`config.mk`:
```
export PLATFORM = sky130hd
export DESIGN_NAME = irq_accept_arbiter
export DESIGN_NICKNAME = d
export VERILOG_FILES = /design/src/rtl/irq_arb_pkg.sv /design/src/rtl/irq_level_regs.sv /design/src/rtl/irq_prio_tree.sv /design/src/rtl/irq_ret_addr.sv /design/src/rtl/irq_accept_arbiter.sv
export SDC_FILE = /design/constraint.sdc
export NUM_CORES = 1
export LEC_CHECK = 0
export BUFFER_PORTS_ARGS = -buffer_cell sky130_fd_sc_hd__buf_4
export CORE_MARGIN = 2
export CORE_UTILIZATION = 45
export DETAILED_ROUTE_END_ITERATION = 8
export GPL_ROUTABILITY_DRIVEN = 0
export PLACE_DENSITY = 0.73
export SLEW_MARGIN = 20
export SYNTH_ARGS = -nofsm -noshare
export SYNTH_HDL_FRONTEND = slang
export SYNTH_SLANG_ARGS = --single-unit
```
`constraint.sdc`:
```
create_clock -name clk -period 22 [get_ports clk]
set_input_delay 4.4 -clock clk [delete_from_list [all_inputs] [get_ports clk]]
set_output_delay 4.4 -clock clk [all_outputs]
set_load 0.03 [all_outputs]
```
`src/rtl/irq_arb_pkg.sv`:
```
package irq_arb_pkg;

    localparam int unsigned DEF_NUM_SRC = 32;
    localparam int unsigned DEF_LVL_W   = 5;
    localparam int unsigned DEF_PC_W    = 32;
    localparam int unsigned DEF_NMI_LVL = 15;

    // Instruction-length class of the instruction that ends at a boundary
    typedef enum logic [1:0] {
        ILEN_HALF = 2'b00,   // plain instruction, +2
        ILEN_WORD = 2'b01,   // medium immediate / coprocessor, +4
        ILEN_WIDE = 2'b10,   // long immediate, +6
        ILEN_RSVD = 2'b11    // treated as plain
    } ilen_e;

endpackage

```
`src/rtl/irq_level_regs.sv`:
```
module irq_level_regs
    import irq_arb_pkg::*;
#(
    parameter int unsigned NUM_SRC = DEF_NUM_SRC,
    parameter int unsigned LVL_W   = DEF_LVL_W,
    parameter int unsigned SEL_W   = $clog2(NUM_SRC)
) (
    input  logic             clk,
    input  logic             rst,
    input  logic             we,
    input  logic [SEL_W-1:0] sel,
    input  logic [LVL_W-1:0] wdata,
    output logic [LVL_W-1:0] lvl [NUM_SRC]
);

    logic [LVL_W-1:0] lvl_d [NUM_SRC];
    logic [LVL_W-1:0] lvl_q [NUM_SRC];

    always_comb begin
        for (int i = 0; i < NUM_SRC; i++) begin
            lvl_d[i] = lvl_q[i];
            if (we && (32'(sel) == i)) begin
                lvl_d[i] = wdata;
            end
        end
    end

    always_ff @(posedge clk) begin
        for (int i = 0; i < NUM_SRC; i++) begin
            if (rst) begin
                lvl_q[i] <= '1;
            end else begin
                lvl_q[i] <= lvl_d[i];
            end
        end
    end

    always_comb begin
        for (int i = 0; i < NUM_SRC; i++) begin
            lvl[i] = lvl_q[i];
        end
    end

endmodule

```
`src/rtl/irq_prio_tree.sv`:
```
module irq_prio_tree #(
    parameter int unsigned N_IN  = 33,
    parameter int unsigned LVL_W = 5,
    parameter int unsigned IDX_W = $clog2(N_IN)
) (
    input  logic [N_IN-1:0]  vld,
    input  logic [LVL_W-1:0] lvl [N_IN],
    output logic             win_vld,
    output logic [IDX_W-1:0] win_idx,
    output logic [LVL_W-1:0] win_lvl
);

    localparam int unsigned LEAVES = 1 << $clog2(N_IN);
    localparam int unsigned NODES  = 2 * LEAVES;

    // heap layout: node k has children 2k and 2k+1, leaves at LEAVES..NODES-1
    logic             n_vld [NODES];
    logic [LVL_W-1:0] n_lvl [NODES];
    logic [IDX_W-1:0] n_idx [NODES];

    assign n_vld[0] = 1'b0;
    assign n_lvl[0] = '0;
    assign n_idx[0] = '0;

    for (genvar g = 0; g < LEAVES; g++) begin : g_leaf
        if (g < N_IN) begin : g_real
            assign n_vld[LEAVES+g] = vld[g];
            assign n_lvl[LEAVES+g] = lvl[g];
            assign n_idx[LEAVES+g] = IDX_W'(g);
        end else begin : g_pad
            assign n_vld[LEAVES+g] = 1'b0;
            assign n_lvl[LEAVES+g] = '1;
            assign n_idx[LEAVES+g] = '0;
        end
    end

    for (genvar k = 1; k < LEAVES; k++) begin : g_node
        logic pick_l;
        // left subtree holds smaller numbers, so it keeps ties
        assign pick_l = n_vld[2*k] &&
                        (!n_vld[2*k+1] || (n_lvl[2*k] <= n_lvl[2*k+1]));
        assign n_vld[k] = n_vld[2*k] | n_vld[2*k+1];
        assign n_lvl[k] = pick_l ? n_lvl[2*k] : n_lvl[2*k+1];
        assign n_idx[k] = pick_l ? n_idx[2*k] : n_idx[2*k+1];
    end

    assign win_vld = n_vld[1];
    assign win_idx = n_idx[1];
    assign win_lvl = n_lvl[1];

endmodule

```
`src/rtl/irq_ret_addr.sv`:
```
module irq_ret_addr
    import irq_arb_pkg::*;
#(
    parameter int unsigned PC_W = DEF_PC_W
) (
    input  logic [PC_W-1:0] pc,
    input  ilen_e           cls,
    output logic [PC_W-1:0] next_pc
);

    always_comb begin
        unique case (cls)
            ILEN_WORD: next_pc = pc + PC_W'(4);
            ILEN_WIDE: next_pc = pc + PC_W'(6);
            default:   next_pc = pc + PC_W'(2);
        endcase
    end

endmodule

```
`src/rtl/irq_accept_arbiter.sv`:
```
module irq_accept_arbiter
    import irq_arb_pkg::*;
#(
    parameter int unsigned NUM_SRC = DEF_NUM_SRC,
    parameter int unsigned LVL_W   = DEF_LVL_W,
    parameter int unsigned PC_W    = DEF_PC_W,
    parameter int unsigned NMI_LVL = DEF_NMI_LVL,
    localparam int unsigned SEL_W  = $clog2(NUM_SRC),
    localparam int unsigned N_IN   = NUM_SRC + 1,
    localparam int unsigned IDX_W  = $clog2(N_IN)
) (
    input  logic             clk,
    input  logic             rst,
    input  logic             lvl_we,
    input  logic [SEL_W-1:0] lvl_sel,
    input  logic [LVL_W-1:0] lvl_wdata,
    input  logic [NUM_SRC-1:0] irq_req,
    input  logic             nmi_req,
    input  logic [LVL_W-1:0] lvl_mask,
    input  logic             irq_en,
    input  logic             insn_end,
    input  logic [PC_W-1:0]  pc,
    input  logic [1:0]       insn_len,
    output logic             take,
    output logic [IDX_W-1:0] take_num,
    output logic [LVL_W-1:0] take_lvl,
    output logic [PC_W-1:0]  ret_addr
);

    localparam logic [IDX_W-1:0] NMI_NUM = IDX_W'(NUM_SRC);

    typedef struct packed {
        logic [NUM_SRC-1:0] req;
        logic               nmi;
        logic [LVL_W-1:0]   ilm;
        logic               ie;
        logic               bnd;
        logic [PC_W-1:0]    pc;
        ilen_e              ilen;
    } in_t;

    typedef struct packed {
        logic             take;
        logic [IDX_W-1:0] num;
        logic [LVL_W-1:0] lvl;
        logic [PC_W-1:0]  ret;
    } out_t;

    in_t  in_d,  in_q;
    out_t out_d, out_q;

    logic [LVL_W-1:0] src_lvl [NUM_SRC];
    logic [LVL_W-1:0] all_lvl [N_IN];
    logic             win_vld;
    logic [IDX_W-1:0] win_idx;
    logic [LVL_W-1:0] win_lvl;
    logic [PC_W-1:0]  next_pc;
    logic             win_nmi;
    logic             win_pass;

    irq_level_regs #(
        .NUM_SRC (NUM_SRC),
        .LVL_W   (LVL_W),
        .SEL_W   (SEL_W)
    ) i_lvl (
        .clk   (clk),
        .rst   (rst),
        .we    (lvl_we),
        .sel   (lvl_sel),
        .wdata (lvl_wdata),
        .lvl   (src_lvl)
    );

    always_comb begin
        for (int i = 0; i < NUM_SRC; i++) begin
            all_lvl[i] = src_lvl[i];
        end
        all_lvl[NUM_SRC] = LVL_W'(NMI_LVL);
    end

    irq_prio_tree #(
        .N_IN  (N_IN),
        .LVL_W (LVL_W),
        .IDX_W (IDX_W)
    ) i_tree (
        .vld     ({in_q.nmi, in_q.req}),
        .lvl     (all_lvl),
        .win_vld (win_vld),
        .win_idx (win_idx),
        .win_lvl (win_lvl)
    );

    irq_ret_addr #(
        .PC_W (PC_W)
    ) i_ret (
        .pc      (in_q.pc),
        .cls     (in_q.ilen),
        .next_pc (next_pc)
    );

    always_comb begin
        in_d.req  = irq_req;
        in_d.nmi  = nmi_req;
        in_d.ilm  = lvl_mask;
        in_d.ie   = irq_en;
        in_d.bnd  = insn_end;
        in_d.pc   = pc;
        in_d.ilen = ilen_e'(insn_len);

        win_nmi  = (win_idx == NMI_NUM);
        win_pass = win_vld && (win_lvl < in_q.ilm) && (win_nmi || in_q.ie);

        out_d      = out_q;
        out_d.take = in_q.bnd && win_pass;
        if (in_q.bnd && win_pass) begin
            out_d.num = win_idx;
            out_d.lvl = win_lvl;
            out_d.ret = next_pc;
        end
    end

    always_ff @(posedge clk) begin
        if (rst) begin
            in_q  <= '0;
            out_q <= '0;
        end else begin
            in_q  <= in_d;
            out_q <= out_d;
        end
    end

    assign take     = out_q.take;
    assign take_num = out_q.num;
    assign take_lvl = out_q.lvl;
    assign ret_addr = out_q.ret;

endmodule

```
==> impl_metrics.tcl <==
set metrics [dict create \
    slew_viol_final 0 \
    hpwl_um 32000 \
    hold_viol 0 \
    post_cts_buffers 0 \
    ys_seq_area_share_pct 32.3 \
    cp-start-kind "register" \
    outcome "finished, final reports clean" \
    io_pins 131 \
    cts_resized 0 \
    clk_pin_slew_ps 60 \
    peakVddDrop_v 0.0000561 \
    crit_top_cell "ha_1" \
    period_share_pct 59.2 \
    ys_ff_latch 278 \
    cpPeakStageDelay_ps 830 \
    clk-insertion-delay-late_ps 580 \
    num-nets-final 2332 \
    first_global_vias 14100 \
    rsz0062_at_grt "no" \
    hold_start "take_num[5]" \
    chipWidth_um 200 \
    core_um2 37700 \
    cts-root-buf "clkbuf_16" \
    wirelength_um 43400 \
    arrival_ps 13470 \
    grt_use_total_pct 21.4 \
    cp-endpoint "ret_addr[17]" \
    tightest_slew_ps 1080 \
    cp_slowest_cell "a211o_2" \
    pwr_density_cell_nw_per_um2 76.9 \
    drt-initial-drc-count 835 \
    syn-num-nets 2248 \
    grt_antenna_before_repair 1 \
    route.vias.total 14400 \
    die_y_um 200 \
    drv_cap 0 \
    slew_headroom_pct 27.2 \
    die_area_um2 39900 \
    p_leak_nw 9.01 \
    clock-sinks 278 \
    ant_nets 0 \
    clk_path_buf_depth 3 \
    syn_area_per_cell_um2 8.57 \
    grt_max_degree 116 \
    synth_cell_type_count 91 \
    holdBufCountCts 0 \
    synth_edf_count 0 \
    grt_pass1_wl_um 69500 \
    postSynthCellCount 2011 \
    drc_errors 0 \
    area_growth_syn_to_layout_pct 13.5 \
    cts_tree "done" \
    ys.flop_type "dfxtp_1" \
    max_freq_mhz 76.8 \
    cp.required_ps 22440 \
    finalPower_mw 1.51 \
    startpoint "i_lvl.lvl_q[0][26]" \
    cts_buffers 30 \
    synth_area_um2 17200 \
    synth-async-reset-ratio_pct 0 \
    worst_setup_path_end_kind "register" \
    drive_gt1_share_pct 14.0 \
    wl_per_cell_um 16.5 \
    cts_htree_levels 1 \
    grt.overflow.total 0 \
    io_buffers 130 \
    setup_violations 0 \
    dr.pass1.iters 5 \
    critPathMaxFanout 36 \
    rrSetupSlack_ps 8970 \
    timing.rr.start "i_lvl.lvl_q[0][26]" \
    critPathKind "reg2reg" \
    reg2reg_to "ret_addr[17]" \
    reg2regPathDepth 54 \
    ys_warn_count 0 \
    via_per_inst 5.49 \
    fin_setup_tns_ps 0 \
    initial_core_util_pct 45.8 \
    min_path_type "reg2reg" \
    rows 71 \
    fin_crit_ps 13030 \
    fin_worst_skew_ps 22.1 \
]
## critical path: cells and delay by family, from the launching register on
kind                       cells  cell delay, ps
DFF                            1             360
and+or+nand+nor               14            1700
buffers and inverters          2             130
muxes                          5            1900
AOI/OAI and AO/OA             24            6040
adders and majority gates      9            2710
## cells in the mapped netlist, types with 7 or more instances
library cell / number / area (µm²)
ha_1: 149 / 1860
nand2b_1: 33 / 206
mux2_2: 34 / 383
xnor2_1: 12 / 105
o21ai_1: 8 / 40.0
nand3_1: 109 / 546
mux2i_1: 135 / 1350
a211o_1: 31 / 272
o21ai_0: 48 / 240
a21o_1: 14 / 105
nand4_1: 12 / 75.1
nor3_1: 23 / 115
dfxtp_1: 278 / 5570
o211ai_1: 58 / 435
or2_2: 12 / 75.1
inv_1: 150 / 563
a21oi_1: 60 / 300
mux2_4: 23 / 345
nor2b_1: 153 / 957
nand2_1: 239 / 897
a31oi_1: 10 / 62.6
or3_1: 7 / 43.8
and3_1: 23 / 144
clkbuf_1: 83 / 312
nor2_1: 117 / 439
xor2_1: 21 / 184
o21a_1: 37 / 278
## worst min-delay path by stage
stage	endpoint	slack [ps]	cells after the start
3_3_place_gp	i_lvl.lvl_q[1][9]	450	1
3_5_place_dp	ret_addr[0]	450	2
4_1_cts	take_num[5]	460	2
5_1_grt	take_num[5]	480	2
6_report	take_num[5]	460	2
2_1_floorplan	ret_addr[0]	420	2
## routing by layer
layer	GRT usage [%]	up-vias	wire length, µm
met2	37.6	338	21100
met5	0	-	0
met3	2.68	124	1810
li1	-	7172	-
met4	10.6	0	1980
met1	25.8	6800	18500
## per-stage QoR
stage          utilization [%]  hold slack, ps  worst slack, ps  std cells  instance area, µm²
6_report                  52.0             461             8970       2628               19600
5_1_grt                   52.0             481             8140       2628               19600
4_1_cts                   52.0             463             9040       2627               19600
3_5_place_dp              49.3             450             9060       2574               18600
3_3_place_gp              49.3             446             9510       2574               18600
2_1_floorplan                -             424            10680       2011               17200
## cell usage in the layout (no fill, tap or decap), drive strengths merged, types with 6 or more instances in the layout
cell,Yosys,routed
nand3,111,111
o31ai,6,6
clkbuf,83,41
nor2,117,117
o211ai,59,59
nand4,12,12
xor2,21,21
xnor2,12,12
mux2,60,60
dfxtp,278,278
inv,151,152
and2,7,7
and3,24,24
ha,149,149
or2,12,12
a21oi,63,63
o21a,37,37
o211a,6,6
o2111ai,7,7
nor2b,153,153
buf,8,143
a211o,31,31
a21o,14,14
nand2,239,239
or3,7,7
clkinv,0,7
o21ai,58,58
nor3,26,26
mux2i,136,136
o221ai,7,7
nand2b,33,33
a31oi,14,14
## cell families after synthesis
| group | synth area share, % |
|---|---|
| compound gates | 15.0 |
| flops | 32.3 |
| buf+inv | 5.57 |
| fa+ha+maj | 11.1 |
| simple gates | 21.9 |
| mux | 12.4 |
| xor+xnor | 1.68 |
## cell type report
| cell class | instances | area [µm²] |
|---|---|---|
| fillers | 3506 | 18100 |
| multi-input cells | 1491 | 10700 |
| flip-flops and latches | 278 | 5570 |
| repair buffers | 143 | 1080 |
| clock buffers | 41 | 863 |
| well taps | 511 | 639 |
| inverters | 151 | 569 |
| clock inverters | 12 | 141 |
| diodes | 1 | 2.50 |
## power by group
group          switching (mW)  internal, mW  total, mW
clock network           0.206         0.308      0.514
logic                   0.273         0.185      0.459
registers              0.0119         0.521      0.533
total                   0.491          1.01       1.51
## registers in the layout, indices dropped and copies added (netlist names)
name and cells:
i_lvl.lvl_q 160, in_q 74, ret_addr 32, take_num 6
take_lvl 5, take 1
(Power assumes the default switching activity.)
